## src/rtl/intc_agg_pkg.sv

```systemverilog
package intc_agg_pkg;
  localparam int SRC_W    = 64;
  localparam int HALF_W   = 32;
  localparam int GPIO_W   = 32;
  localparam int GRP_W    = 8;
  localparam int GRP_N    = GPIO_W / GRP_W;
  localparam int GPIO_LSB = 56;
  localparam int ADDR_W   = 3;

  localparam logic [ADDR_W-1:0] A_MASK_LO = 3'd0;
  localparam logic [ADDR_W-1:0] A_MASK_HI = 3'd1;
  localparam logic [ADDR_W-1:0] A_CAUSE_LO = 3'd2;
  localparam logic [ADDR_W-1:0] A_CAUSE_HI = 3'd3;
  localparam logic [ADDR_W-1:0] A_SUMMARY = 3'd4;

  localparam int FLAG_BOTH = 31;
  localparam int FLAG_HIGH = 30;

  function automatic logic [SRC_W-1:0] rsvd_bits();
    logic [SRC_W-1:0] m;
    m = '0;
    for (int i = 0; i < SRC_W; i++)
      if ((i >= 29 && i <= 31) || (i >= 51 && i <= 55) || (i >= 61 && i <= 63))
        m[i] = 1'b1;
    return m;
  endfunction

  localparam logic [SRC_W-1:0] RSVD_MASK = rsvd_bits();
endpackage

```

## src/rtl/intc_cause_collect.sv

```systemverilog
module intc_cause_collect
  import intc_agg_pkg::*;
(
  input  logic             clk,
  input  logic             rst,
  input  logic [SRC_W-1:0] src_i,
  input  logic [GPIO_W-1:0] gpio_i,
  output logic [SRC_W-1:0] cause_q
);
  logic [GRP_N-1:0] grp_any;
  logic [SRC_W-1:0] cause_d;

  for (genvar g = 0; g < GRP_N; g++) begin : g_grp
    assign grp_any[g] = |gpio_i[g*GRP_W +: GRP_W];
  end

  always_comb begin
    cause_d = src_i;
    cause_d[GPIO_LSB +: GRP_N] = grp_any;
    cause_d = cause_d & ~RSVD_MASK;
  end

  always_ff @(posedge clk) begin
    if (rst) cause_q <= '0;
    else     cause_q <= cause_d;
  end
endmodule

```

## src/rtl/intc_mask_regs.sv

```systemverilog
module intc_mask_regs
  import intc_agg_pkg::*;
(
  input  logic              clk,
  input  logic              rst,
  input  logic              wr_en,
  input  logic [ADDR_W-1:0] addr,
  input  logic [HALF_W-1:0] wdata,
  output logic [SRC_W-1:0]  mask_q
);
  always_ff @(posedge clk) begin
    if (rst) begin
      mask_q <= '0;
    end else if (wr_en) begin
      if (addr == A_MASK_LO) mask_q[HALF_W-1:0] <= wdata;
      if (addr == A_MASK_HI) mask_q[SRC_W-1:HALF_W] <= wdata;
    end
  end
endmodule

```

## src/rtl/intc_read_mux.sv

```systemverilog
module intc_read_mux
  import intc_agg_pkg::*;
(
  input  logic              clk,
  input  logic              rst,
  input  logic              rd_en,
  input  logic [ADDR_W-1:0] addr,
  input  logic [SRC_W-1:0]  cause_q,
  input  logic [SRC_W-1:0]  mask_q,
  output logic              rd_valid,
  output logic [HALF_W-1:0] rd_data
);
  logic [SRC_W-1:0]  pend;
  logic              pend_lo, pend_hi;
  logic [HALF_W-1:0] summary, rd_d;

  assign pend    = cause_q & mask_q;
  assign pend_lo = |pend[HALF_W-1:0];
  assign pend_hi = |pend[SRC_W-1:HALF_W];

  always_comb begin
    summary = cause_q[HALF_W-1:0];
    if (pend_hi && !pend_lo) begin
      summary = cause_q[SRC_W-1:HALF_W];
      summary[FLAG_HIGH] = 1'b1;
    end else if (pend_hi && pend_lo) begin
      summary[FLAG_BOTH] = 1'b1;
    end
  end

  always_comb begin
    case (addr)
      A_MASK_LO:  rd_d = mask_q[HALF_W-1:0];
      A_MASK_HI:  rd_d = mask_q[SRC_W-1:HALF_W];
      A_CAUSE_LO: rd_d = cause_q[HALF_W-1:0];
      A_CAUSE_HI: rd_d = cause_q[SRC_W-1:HALF_W];
      A_SUMMARY:  rd_d = summary;
      default:    rd_d = '0;
    endcase
  end

  always_ff @(posedge clk) begin
    if (rst) begin
      rd_valid <= 1'b0;
      rd_data  <= '0;
    end else begin
      rd_valid <= rd_en;
      if (rd_en) rd_data <= rd_d;
    end
  end
endmodule

```

## src/rtl/intc_cause_agg.sv

```systemverilog
module intc_cause_agg
  import intc_agg_pkg::*;
(
  input  logic              clk,
  input  logic              rst,
  input  logic [SRC_W-1:0]  src_i,
  input  logic [GPIO_W-1:0] gpio_i,
  input  logic              wr_en,
  input  logic              rd_en,
  input  logic [ADDR_W-1:0] addr,
  input  logic [HALF_W-1:0] wdata,
  output logic              rd_valid,
  output logic [HALF_W-1:0] rd_data,
  output logic              irq_o
);
  logic [SRC_W-1:0] cause_q;
  logic [SRC_W-1:0] mask_q;

  intc_cause_collect u_collect (
    .clk(clk), .rst(rst), .src_i(src_i), .gpio_i(gpio_i), .cause_q(cause_q)
  );

  intc_mask_regs u_mask (
    .clk(clk), .rst(rst), .wr_en(wr_en), .addr(addr), .wdata(wdata), .mask_q(mask_q)
  );

  intc_read_mux u_rd (
    .clk(clk), .rst(rst), .rd_en(rd_en), .addr(addr), .cause_q(cause_q),
    .mask_q(mask_q), .rd_valid(rd_valid), .rd_data(rd_data)
  );

  always_ff @(posedge clk) begin
    if (rst) irq_o <= 1'b0;
    else     irq_o <= |(cause_q & mask_q);
  end
endmodule

```

## config.mk

```make
export PLATFORM = sky130hd
export DESIGN_NAME = intc_cause_agg
export DESIGN_NICKNAME = d
export VERILOG_FILES = /design/src/rtl/intc_agg_pkg.sv /design/src/rtl/intc_cause_collect.sv /design/src/rtl/intc_mask_regs.sv /design/src/rtl/intc_read_mux.sv /design/src/rtl/intc_cause_agg.sv
export SDC_FILE = /design/constraint.sdc
export NUM_CORES = 1
export LEC_CHECK = 0
export ABC_AREA = 1
export BUFFER_PORTS_ARGS = -buffer_cell sky130_fd_sc_hd__buf_2
export CAP_MARGIN = 20
export CORE_ASPECT_RATIO = 1.75
export CORE_UTILIZATION = 41
export DETAILED_ROUTE_END_ITERATION = 10
export HOLD_SLACK_MARGIN = 0.1
export PLACE_DENSITY_LB_ADDON = 0.15
export SKIP_LAST_GASP = 1
export SYNTH_ARGS = -nofsm -noshare
export SYNTH_HDL_FRONTEND = slang
export SYNTH_HIERARCHICAL = 1
export SYNTH_SLANG_ARGS = --single-unit
```

## constraint.sdc

```tcl
create_clock -name clk -period 1.7 [get_ports clk]
set_clock_uncertainty 0.1 [all_clocks]
set_input_delay 0.17 -clock clk [delete_from_list [all_inputs] [get_ports clk]]
set_output_delay 0.17 -clock clk [all_outputs]
set_load 0.01 [all_outputs]
```

# After elaboration in Yosys (flattened, before gate mapping)
# Cells that the tools add are included.
# totals
inputBits	135
output_inout_bits	34
wordCells	29
ff_bits	162
# classes
n_eq_ne	4
bitwise	1
n_reduce_logical	13
muxes	4
# ops
cell	n
$pmux 32 s5	1
$and 64x64->64	1
$reduce_or 32->1	2
$reduce_or 64->1	1
$reduce_or 8->1	4
$mux 31	1
$eq 3x2->1 const B	2
$reduce_and 2->1	2
$eq 3x1->1 const B	1
$eq 3x3->1 const B	1
$logic_not 3->1	1
$logic_and 1x1->1	2
$mux 1	2
$logic_not 1->1	1

# Longest topological paths before layout
# Gate-level depths: netlist (run 1).
# depth
word_depth	6
ltp_mapped	15
depth_no_buf	14

# By module
# The synthesis (run 1) kept the hierarchy.
# modules_own_cells
module	instances	area_each_um2	seq_area_each_um2	cells_each
intc_read_mux	1	3086.7	660.6	524
intc_mask_regs	1	2693.8	1281.2	391
intc_cause_collect	1	1702.9	1061.0	201
intc_cause_agg	1	500.5	20.0	129

# Worst setup path after synthesis (run 1)
# Ideal clock, no wire load.
# synth_timing
path_type	register to register
startpoint	reg u_collect.cause_q[26]
endpoint	reg u_rd.rd_data[0]
arrival_ns	1.320
setup_time_ns	0.142
path_slack_ns	0.138
stages_incl_launch_ff	16
n_path_buf	1
cell_sequence	dfxtp_1 -> nand2_1 -> nand2_1 -> inv_1 -> nand2_1 -> nor2_1 -> nand2_1 -> nor2_2 -> nand2_1 -> nand2_1 -> nand2_2 -> buf_6 -> nand2_2 -> nand3_2 -> nand2_2 -> a21oi_2
# synth_via
elab_chain_len	6
# synth_lines
item	line	rtl
start, declared	intc_cause_collect.sv:8	output logic [SRC_W-1:0] cause_q
start signal, assigned	intc_cause_collect.sv:25	else cause_q <= cause_d;
$and 64x64->64	intc_read_mux.sv:17	assign pend = cause_q & mask_q;
$reduce_or 32->1	intc_read_mux.sv:18	assign pend_lo = |pend[HALF_W-1:0];
$logic_not 1->1	intc_read_mux.sv:23	if (pend_hi && !pend_lo) begin
$logic_and 1x1->1	intc_read_mux.sv:23	
$mux 31	intc_read_mux.sv:23	
$pmux 32 s5	intc_read_mux.sv:32	case (addr)
end signal, assigned	intc_read_mux.sv:48	if (rd_en) rd_data <= rd_d;
end, declared	intc_read_mux.sv:11	output logic [HALF_W-1:0] rd_data
# Every way passes these cells.
# A chain may end at the register's enable or synchronous reset.

# Worst setup path in the final report (run 1)
# layout_timing
startpoint	reg u_mask.mask_q[7]
endpoint	reg u_rd.rd_data[27]
# layout_via
elab_chain_len	6
# layout_lines
item	line	rtl
start, declared	intc_mask_regs.sv:9	output logic [SRC_W-1:0] mask_q
start signal, assigned by index	intc_mask_regs.sv:15	if (addr == A_MASK_LO) mask_q[HALF_W-1:0] <= wdata;
start signal, assigned by index	intc_mask_regs.sv:16	if (addr == A_MASK_HI) mask_q[SRC_W-1:HALF_W] <= wdata;
$and 64x64->64	intc_read_mux.sv:17	
$reduce_or 32->1	intc_read_mux.sv:18	
$logic_not 1->1	intc_read_mux.sv:23	
$logic_and 1x1->1	intc_read_mux.sv:23	
$mux 31	intc_read_mux.sv:23	
$pmux 32 s5	intc_read_mux.sv:32	
# Every way passes these cells.

==> results.md, run 1 <==
- Status: complete, but fails checks
- Worst path required time: 1.93 ns
- Crit path time final: 1.87 ns
- Final period util: 110%
- CP max FO: 5
- Post-Syn Area: 7980 um^2
- Critical Path Max Stage Delay: 0.32 ns
- Levels on crit path: 16
- GPL Wtd Cong: 0.950
- Root Driver: clkbuf_16
- Post-route DRC: 0
- Dpl ws: -0.245 ns
- Routed wire length: 31500 um
- Core ar.: 19100 um^2
- Detail Route Antenna Nets: 0
- Mapped Cells: 1245
- P_leak: 0.00618 uW
- Via count: 9128
- Reg2reg setup slack: -0.17 ns
- Routed length per instance: 16.9 um
- Max transition margin: 63.1%
- Synthesized area per cell: 6.41 um^2
- Largest net degree at the start of global routing: 65
- Die Height: 187 um
- GRT Residual Overflow: 0
- Initial antenna violation count: 0
- Yosys warns: 6
- Worst-path cell chain: nand2_2 -> nand2_2 -> inv_2 -> nand2_2 -> nor2_4 -> nand2_2 -> nor2_4 -> nand2_2 -> nand2_4 -> nand2_8 -> buf_6 -> buf_6 -> nand2_2 -> nand3_2 -> nand2_2 -> a21oi_2
- Family with the most delay on the worst path: simple AND/OR/NAND/NOR gates
- Post-detail-place hpwl: 21600 um
- Crit. Startpoint: u_mask/mask_q[7]
- HP Class: primary input to flop
- CP Capture Type: flop
- Yosys reg bits: 151
- Multi-input logic area: 4280 um^2
- Final Max Tran Viols: 0
- Final worst slack: -0.168 ns
- Peak Freq: 535 MHz
- CTS tree: done
- Reg2reg end: u_rd/rd_data[27]
- Sequential-to-total area share from yosys stat: 37.9%
- Slowest cell on crit path: dfxtp_2
- CTS clk-pin slew, worst paths: 0.07 ns
- Die width: 107 um
- WS Path Type: flop to flop
- Unrepaired setup endpoints after global routing: yes
- Layout cells sized above 1: 30.8%
- R2r startpoint: u_mask/mask_q[7]
- Cell Area, Placed: 9780 um^2
- Cell with the most instances on the worst path: nand2_2
- FF/Latch Area: 3050 um^2
- DIE AREA: 20100 um^2
- Max VDD drop: 0.000618 V
- Via density: 4.89
- Worst path bufs/invs: 3
- Row cnt: 67
- Antenna cell count: 0
- Worst-margin pin slew: 0.553 ns
- Port Buffers: 153
- Final setup vio count: 30
- Fin area: 11900 um^2
- Power density cells: 795 nW/um^2
- Fillers: 1826
- Critical path startpoint category: flop
- Max-Cap Viols: 0
- Drt first pass iters: 5
- Critical Path End: u_rd/rd_data[27]
- DRT iter0 DRCs: 467
- Boundary Pins: 169
- Setup tns final: -3.65 ns
- First-pass GRT wire length: 47200 um
- Final nets: 1748
- Critical Path AT: 2.10 ns
- Clock Path Buffers: 2
- H-tree depth: 4
- Initial core utilization: 41.8%
- Area Overhead vs Synth: 49.5%
- Cts bufs inserted: 17
- Synth unique cells: 25
- Worst reg-to-reg path cell count: 16
- Worst-skew pair later-pin latency: 0.45 ns
- Final Hold Violating Endpoints: 0
- Clock Sinks: 151
- Number of global-route vias before repair: 9390
- GR Util All Layers: 31.9%
- Failing checks: negative setup slack
[cells by family (layout without fill, tap and decap cells)]
group	count (synthesis)	after routing	share of synthesized area, %
AOI/OAI and AO/OA	67	67	5.61
and+or+nand+nor	822	822	44.4
other	1	11	0.0470
buffers and inverters	204	575	12.1
DFF	151	151	37.9
[layout make-up]
type / count / share of cell area, %
sequential: 151 / 25.5
clock buffer: 20 / 3.83
clock inverter: 12 / 1.26
multi-input combinational: 900 / 35.9
timing repair buffer: 414 / 27.0
inverter: 129 / 4.06
tap: 241 / 2.53
[cells in the mapped netlist (all sizes together)]
master | count | area share, %
nand2 | 441 | 22
nor2 | 213 | 10
nand3 | 162 | 11
dfxtp | 151 | 38
inv | 128 | 6.0
a21oi | 64 | 5.4
buf | 58 | 5.2
clkbuf | 17 | 0.80
nand4 | 5 | 0.39
a31oi | 1 | 0.078
and3 | 1 | 0.078
clkinv | 1 | 0.047
conb | 1 | 0.047
o211ai | 1 | 0.094
o21ai | 1 | 0.063
[layout by cell type (no fill, tap or decap), types with 2 or more instances in the layout]
cell           count
nand4_1            5
conb_1            11
clkinvlp_4         3
nand2_2           65
a21oi_2           30
a21oi_1           34
nor2_1           197
inv_2              7
clkbuf_16         18
buf_12            12
inv_1            121
nand3_2           26
buf_6              5
bufinv_16          3
clkbuf_8           2
buf_2            152
nand2_4            9
dfxtp_2           18
nand2_1          366
dlygate4sd3_1    119
buf_4            124
dfxtp_1          133
nor2_2            10
nand3_4            3
clkinv_2           4
nand3_1          133
nor2_4             6
[metrics by stage]
| stage | instances | hold WS [ns] | utilization [%] | power (uW) |
|---|---|---|---|---|
| 4_1_cts | 1866 | 0.100 | 61.5 | 9410 |
| 3_5_place_dp | 1713 | 0.276 | 51.2 | 5260 |
| 5_1_grt | 1867 | 0.132 | 62.5 | 9810 |
| 2_1_floorplan | 1255 | 0.142 | - | 4600 |
| 3_3_place_gp | 1713 | 0.273 | 51.2 | 5240 |
| 6_report | 1867 | 0.0953 | 62.5 | 9490 |
[sequential cells by signal, summed over array words and instances (netlist names)]
signal,count
irq_o,1
u_collect/cause_q,53
u_mask/mask_q,64
u_rd/rd_data,32
u_rd/rd_valid,1
[layer usage]
metal | vias up | part of all wire (%) | track usage, %
met1 | 4171 | 34 | 28.9
met5 | - | 0 | 0
met2 | 315 | 53 | 59.5
met4 | 0 | 9.4 | 27.8
met3 | 118 | 3.7 | 4.82
li1 | 4524 | - | -
[where the power goes]
group          switching, uW  total [uW]  internal (uW)
logic                    939        1750            807
registers                106        3800           3700
clock network           1560        3940           2380
[what timing repair did]
| item | CTS | global route |
|---|---|---|
| setup buffers | 2 | 0 |
| pin swaps | 32 | 22 |
| endpoints found under the hold margin | 114 | 0 |
| hold buffers | 119 | 0 |
| cloned | 0 | 1 |
| gates resized for setup | 58 | 46 |
| endpoints found under the setup margin | 30 | 31 |
[worst min-delay path: cells and delay by family]
family                 cells  cell delay (ns)
buffers and inverters      2             0.17
AND/OR/NAND/NOR            3             0.26
[worst min path at each step]
stage                                       end  slack [ns]  cells after the start       from
after detailed placement  u_collect/cause_q[22]        0.28                      3  src_i[22]
after global placement    u_collect/cause_q[20]        0.27                      3  src_i[20]
after floorplan                           irq_o        0.14                      1        rst
final                          u_mask/mask_q[9]         0.1                      5   wdata[9]
after CTS                      u_mask/mask_q[9]        0.10                      5   wdata[9]
after global routing          u_mask/mask_q[41]        0.13                      5   wdata[9]
(Power assumes the default switching activity.)
==> inputs of run 2 (changes only) <==
--- a/config.mk
+++ b/config.mk
@@ -8,8 +8,8 @@
 export ABC_AREA = 1
 export BUFFER_PORTS_ARGS = -buffer_cell sky130_fd_sc_hd__buf_2
 export CAP_MARGIN = 20
-export CORE_ASPECT_RATIO = 1.75
-export CORE_UTILIZATION = 41
+export CORE_ASPECT_RATIO = 2
+export CORE_UTILIZATION = 30
 export DETAILED_ROUTE_END_ITERATION = 10
 export HOLD_SLACK_MARGIN = 0.1
 export PLACE_DENSITY_LB_ADDON = 0.15
==> results.md, run 2 (same netlist as run 1, synthesis figures left out) <==
- Antenna cell count: 0
- Critical Path AT: 2.28 ns
- Clock Sinks: 151
- Row cnt: 84
- Final worst slack: -0.291 ns
- Cell Area, Placed: 9990 um^2
- Commonest non-fill, non-tap cells in the layout: 368 x nand2_1, 195 x nor2_1, 152 x buf_2
- Worst path required time: 1.99 ns
- Commonest non-fill, non-tap cell in the layout: nand2_1
- Max-Cap Viols: 0
- Die width: 117 um
- Max FFs per register: 64
- Crit path time final: 1.99 ns
- Drt first pass iters: 4
- Peak Freq: 502 MHz
- Fin area: 12200 um^2
- CP Capture Type: flop
- Cts bufs inserted: 17
- CTS tree: done
- Via count: 9001
- Via density: 4.52
- Routed wire length: 32800 um
- Boundary Pins: 169
- Failing checks: negative setup slack
- Status: complete, but fails checks
- Hold depth: 6
- Reg2reg end: u_rd/rd_data[2]
- Die Height: 233 um
- Largest regs: u_mask/mask_q (64), u_collect/cause_q (53), u_rd/rd_data (32)
- GRT Residual Overflow: 0
- R2r startpoint: u_collect/cause_q[20]
- Number of global-route vias before repair: 9125
- First-pass GRT wire length: 49600 um
- Initial antenna violation count: 0
- Final core utilization: 46.8%
- Post-Layout Cell Count: 1991
- Port Buffers: 153
- CTS clk-pin slew, worst paths: 0.06 ns
- Worst reg-to-reg path cell count: 13
- Total power: 9290 uW
- Core ar.: 26200 um^2
- Final nets: 1769
- WS Path Type: flop to flop
- Largest net degree at the start of global routing: 71
- Dpl ws: -0.310 ns
- Post-route DRC: 0
- Final setup vio count: 31
- Detail Route Antenna Nets: 0
- Area Overhead vs Synth: 53.4%
- Fillers: 2716
- DIE AREA: 27300 um^2
- Worst-skew pair later-pin latency: 0.45 ns
- Final Max Tran Viols: 0
- Power density cells: 759 nW/um^2
- Final period util: 117%
- Final Hold Violating Endpoints: 0
- Placed Cells: 1817
- HP Class: primary input to flop
- Critical path startpoint category: flop
- Post-detail-place hpwl: 23300 um
- H-tree depth: 4
- Hold Path End: u_mask/mask_q[42]
- DRT iter0 DRCs: 382
- Root Driver: clkbuf_16
- Largest Register: u_mask/mask_q
- GR Util All Layers: 24.6%
- Routed length per instance: 16.5 um
- Clock Path Buffers: 2
- CP max FO: 9
- GPL Wtd Cong: 0.904
- HP Start: wr_en
- Unrepaired setup endpoints after global routing: yes
- P_leak: 0.00623 uW
- Reg2reg setup slack: -0.29 ns
- Layout cells sized above 1: 30.3%
- Initial core utilization: 30.5%
- Max VDD drop: 0.000735 V
run 2: repair_timing:
action                                  in CTS  in global routing
cloned                                       1                  1
hold buffers                               129                  0
pin swaps                                    7                 19
endpoints found under the setup margin      31                 32
setup buffers                                8                  3
gates resized for setup                     53                 27
hold endpoints to repair                   123                  0
run 2: how the worst max path moves through the flow:
stage	slack, ns	end	cells past startpoint	startpoint
after floorplan	0.14	u_rd/rd_data[0]	15	u_collect/cause_q[26]
after global placement	-0.30	u_rd/rd_data[24]	15	u_collect/cause_q[6]
after detailed placement	-0.31	u_rd/rd_data[4]	15	u_collect/cause_q[6]
after CTS	-0.22	u_rd/rd_data[6]	15	u_collect/cause_q[6]
after global routing	-0.33	u_rd/rd_data[7]	14	u_collect/cause_q[20]
final	-0.29	u_rd/rd_data[2]	13	u_collect/cause_q[20]
run 2: stage by stage:
step	hold slack (ns)	setup TNS, ns
after CTS	0.191	-5.38
final	0.207	-7.71
after floorplan	0.142	0
after detailed placement	0.276	-7.70
after global routing	0.247	-8.88
after global placement	0.271	-7.48
run 2: layout make-up:
| type | instances | area [um^2] | area share, % |
|---|---|---|---|
| sequential | 151 | 3040 | 24.8 |
| clock buffer | 21 | 470 | 3.84 |
| timing repair buffer | 435 | 3490 | 28.5 |
| tap | 344 | 430 | 3.51 |
| clock inverter | 11 | 98.8 | 0.807 |
| inverter | 129 | 484 | 3.95 |
| multi-input combinational | 900 | 4230 | 34.5 |
run 2: where the power goes:
| part | internal (uW) | total [uW] | switching (uW) | leakage (uW) |
|---|---|---|---|---|
| logic | 873 | 1820 | 945 | 0.00473 |
| clock network | 2120 | 3670 | 1550 | 0.000264 |
| registers | 3690 | 3800 | 107 | 0.00124 |
run 2: layer usage:
metal  global-route usage [%]  routed length, um  up-vias
li1                         -                  -     4572
met1                     22.6              11400     4124
met2                     48.0              18000      223
met3                     3.04                883       82
met4                     19.8               2490        0
met5                        0                  0        -
run 2: worst max-delay path: stages (launching register included):
cell	delay, ns
dfxtp_1	0.32
nand2_1	0.10
nand4_1	0.17
nor2_1	0.15
nand2_1	0.09
nor2_2	0.15
buf_4	0.14
nand3_4	0.08
nand2_8	0.14
clkbuf_16	0.18
nand2_1	0.07
nand3_2	0.08
nand2_2	0.05
a21oi_2	0.10
==> inputs of run 3 (changes only) <==
--- a/config.mk
+++ b/config.mk
@@ -8,6 +8,8 @@
 export ABC_AREA = 1
 export BUFFER_PORTS_ARGS = -buffer_cell sky130_fd_sc_hd__buf_2
 export CAP_MARGIN = 20
+export CELL_PAD_IN_SITES_DETAIL_PLACEMENT = 1
+export CELL_PAD_IN_SITES_GLOBAL_PLACEMENT = 1
 export CORE_ASPECT_RATIO = 2
 export CORE_UTILIZATION = 30
 export DETAILED_ROUTE_END_ITERATION = 10
==> results.md, run 3 (same netlist as run 1, synthesis figures left out) <==
- Status: complete, but fails checks
- Failing checks: negative setup slack
- Row cnt: 84
- Critical Path AT: 2.36 ns
- Worst path required time: 1.99 ns
- Worst-path cell chain: nand2_2 -> nand4_1 -> nor2_1 -> nand2_1 -> nor2_2 -> buf_4 -> nand3_4 -> nand2_8 -> clkbuf_16 -> nand2_1 -> nand3_2 -> nand2_2 -> a21oi_2
- Commonest non-fill, non-tap cells in the layout: 369 x nand2_1, 198 x nor2_1, 152 x buf_2
- Reg2reg setup slack: -0.37 ns
- GPL Wtd Cong: 0.889
- Final worst slack: -0.369 ns
- Worst path bufs/invs: 2
- Largest net degree at the start of global routing: 65
- P_leak: 0.00623 uW
- Root Driver: clkbuf_16
- Commonest non-fill, non-tap cell in the layout: nand2_1
- Dpl ws: -0.354 ns
- H-tree depth: 4
- Crit path time final: 2.07 ns
- Largest regs: u_mask/mask_q (64), u_collect/cause_q (53), u_rd/rd_data (32)
- Setup tns final: -9.28 ns
- HP Start: wdata[5]
- CTS tree: done
- Worst reg-to-reg path cell count: 13
- WS Path Type: flop to flop
- Drt first pass iters: 6
- Clock Sinks: 151
- HP Class: primary input to flop
- CTS clk-pin slew, worst paths: 0.06 ns
- Via density: 4.69
- Final nets: 1752
- Unrepaired setup endpoints after global routing: yes
- Clock power share: 38.9%
- Largest Register: u_mask/mask_q
- Final Max Tran Viols: 0
- Power density cells: 765 nW/um^2
- GRT Residual Overflow: 0
- Hold depth: 5
- Final core utilization: 46.5%
- Sequential Power Share: 40.9%
- Int Power: 6600 uW
- Max-Cap Viols: 0
- CP Capture Type: flop
- Layout cells sized above 1: 30.4%
- Die width: 117 um
- Final setup vio count: 31
- Critical path startpoint category: flop
- Post-detail-place hpwl: 26800 um
- Final period util: 122%
- Worst-skew pair later-pin latency: 0.45 ns
- Hold Path End: u_mask/mask_q[5]
- Initial core utilization: 30.5%
- Boundary Pins: 169
- Sw Ratio: 29.1%
- Detail Route Antenna Nets: 0
- Max FFs per register: 64
- CP max FO: 8
- DRT iter0 DRCs: 303
- Slowest cell on crit path: dfxtp_4
- Family with the most delay on the worst path: simple AND/OR/NAND/NOR gates
- Routed length per instance: 18.9 um
- Port Buffers: 153
- Peak Freq: 483 MHz
- Area Overhead vs Synth: 52.4%
- Reg2reg end: u_rd/rd_data[14]
- Via count: 9252
- Antenna cell count: 0
- Post-route DRC: 0
- First-pass GRT wire length: 55000 um
- GR Util All Layers: 27.5%
- Max VDD drop: 0.000730 V
- Routed wire length: 37300 um
- Core ar.: 26200 um^2
- R2r startpoint: u_collect/cause_q[14]
- Net Sw Power: 2710 uW
- Fillers: 3340
- Logic pwr share: 20.2%
- DIE AREA: 27300 um^2
- Initial antenna violation count: 0
- Die Height: 233 um
- Number of global-route vias before repair: 10200
- Critical Path Max Stage Delay: 0.36 ns
- Clock Path Buffers: 2
- Cts bufs inserted: 17
- Final Hold Violating Endpoints: 0
## run 3: repair_timing
item	4_1_cts	5_1_grt
pin swaps	7	35
resized for setup	32	58
setup buffers	3	4
hold endpoints to repair	119	0
hold buffers	117	0
endpoints found under the setup margin	31	31
cloned	0	5
## run 3: cell type report
cell class | count | area, um^2 | share of cell area (%)
inverter | 129 | 484 | 3.98
timing repair buffer | 418 | 3340 | 27.5
multi-input combinational | 900 | 4330 | 35.6
tap | 344 | 430 | 3.54
clock buffer | 21 | 460 | 3.78
sequential | 151 | 3050 | 25.0
clock inverter | 8 | 77.6 | 0.638
## run 3: stage by stage
stage          instances  power (uW)  area [um^2]  hold WS [ns]
3_3_place_gp        1813        5350         9970         0.277
3_5_place_dp        1813        5370         9970         0.280
5_1_grt             1971        9680        12200         0.109
6_report            1971        9310        12200         0.109
4_1_cts             1962        9230        11800         0.100
2_1_floorplan       1255        4600         8020         0.142
## run 3: how the worst max path moves through the flow
stage | cells after the start | slack (ns) | to | from
global route | 14 | -0.40 | u_rd/rd_data[11] | u_collect/cause_q[45]
finish | 13 | -0.37 | u_rd/rd_data[14] | u_collect/cause_q[14]
detailed placement | 15 | -0.35 | u_rd/rd_data[27] | u_mask/mask_q[26]
CTS | 15 | -0.30 | u_rd/rd_data[26] | u_collect/cause_q[18]
global placement | 15 | -0.33 | u_rd/rd_data[2] | u_mask/mask_q[26]
floorplan | 15 | 0.14 | u_rd/rd_data[0] | u_collect/cause_q[26]
## run 3: metal layers
| layer | wire length, um | track usage [%] | up-vias |
|---|---|---|---|
| met4 | 3810 | 26.5 | 0 |
| met1 | 11700 | 22.3 | 4399 |
| met3 | 867 | 4.12 | 111 |
| met2 | 20900 | 54.7 | 218 |
| li1 | - | - | 4524 |
| met5 | 0 | 0 | - |
## run 3: tightest hold or removal path: stages
cell	delay [ns]
buf_2	0.07
inv_1	0.11
nand3_1	0.11
nand2_1	0.06
nor2_1	0.09
## run 3: power groups by stage
| stage | sequential, uW | combinational, uW | clock, uW |
|---|---|---|---|
| after floorplan | 3880 | 715 | 0 |
| after global placement | 3880 | 1470 | 0 |
| after detailed placement | 3880 | 1490 | 0 |
| after CTS | 3810 | 1740 | 3690 |
| after global routing | 3830 | 2010 | 3840 |
| final | 3810 | 1880 | 3620 |
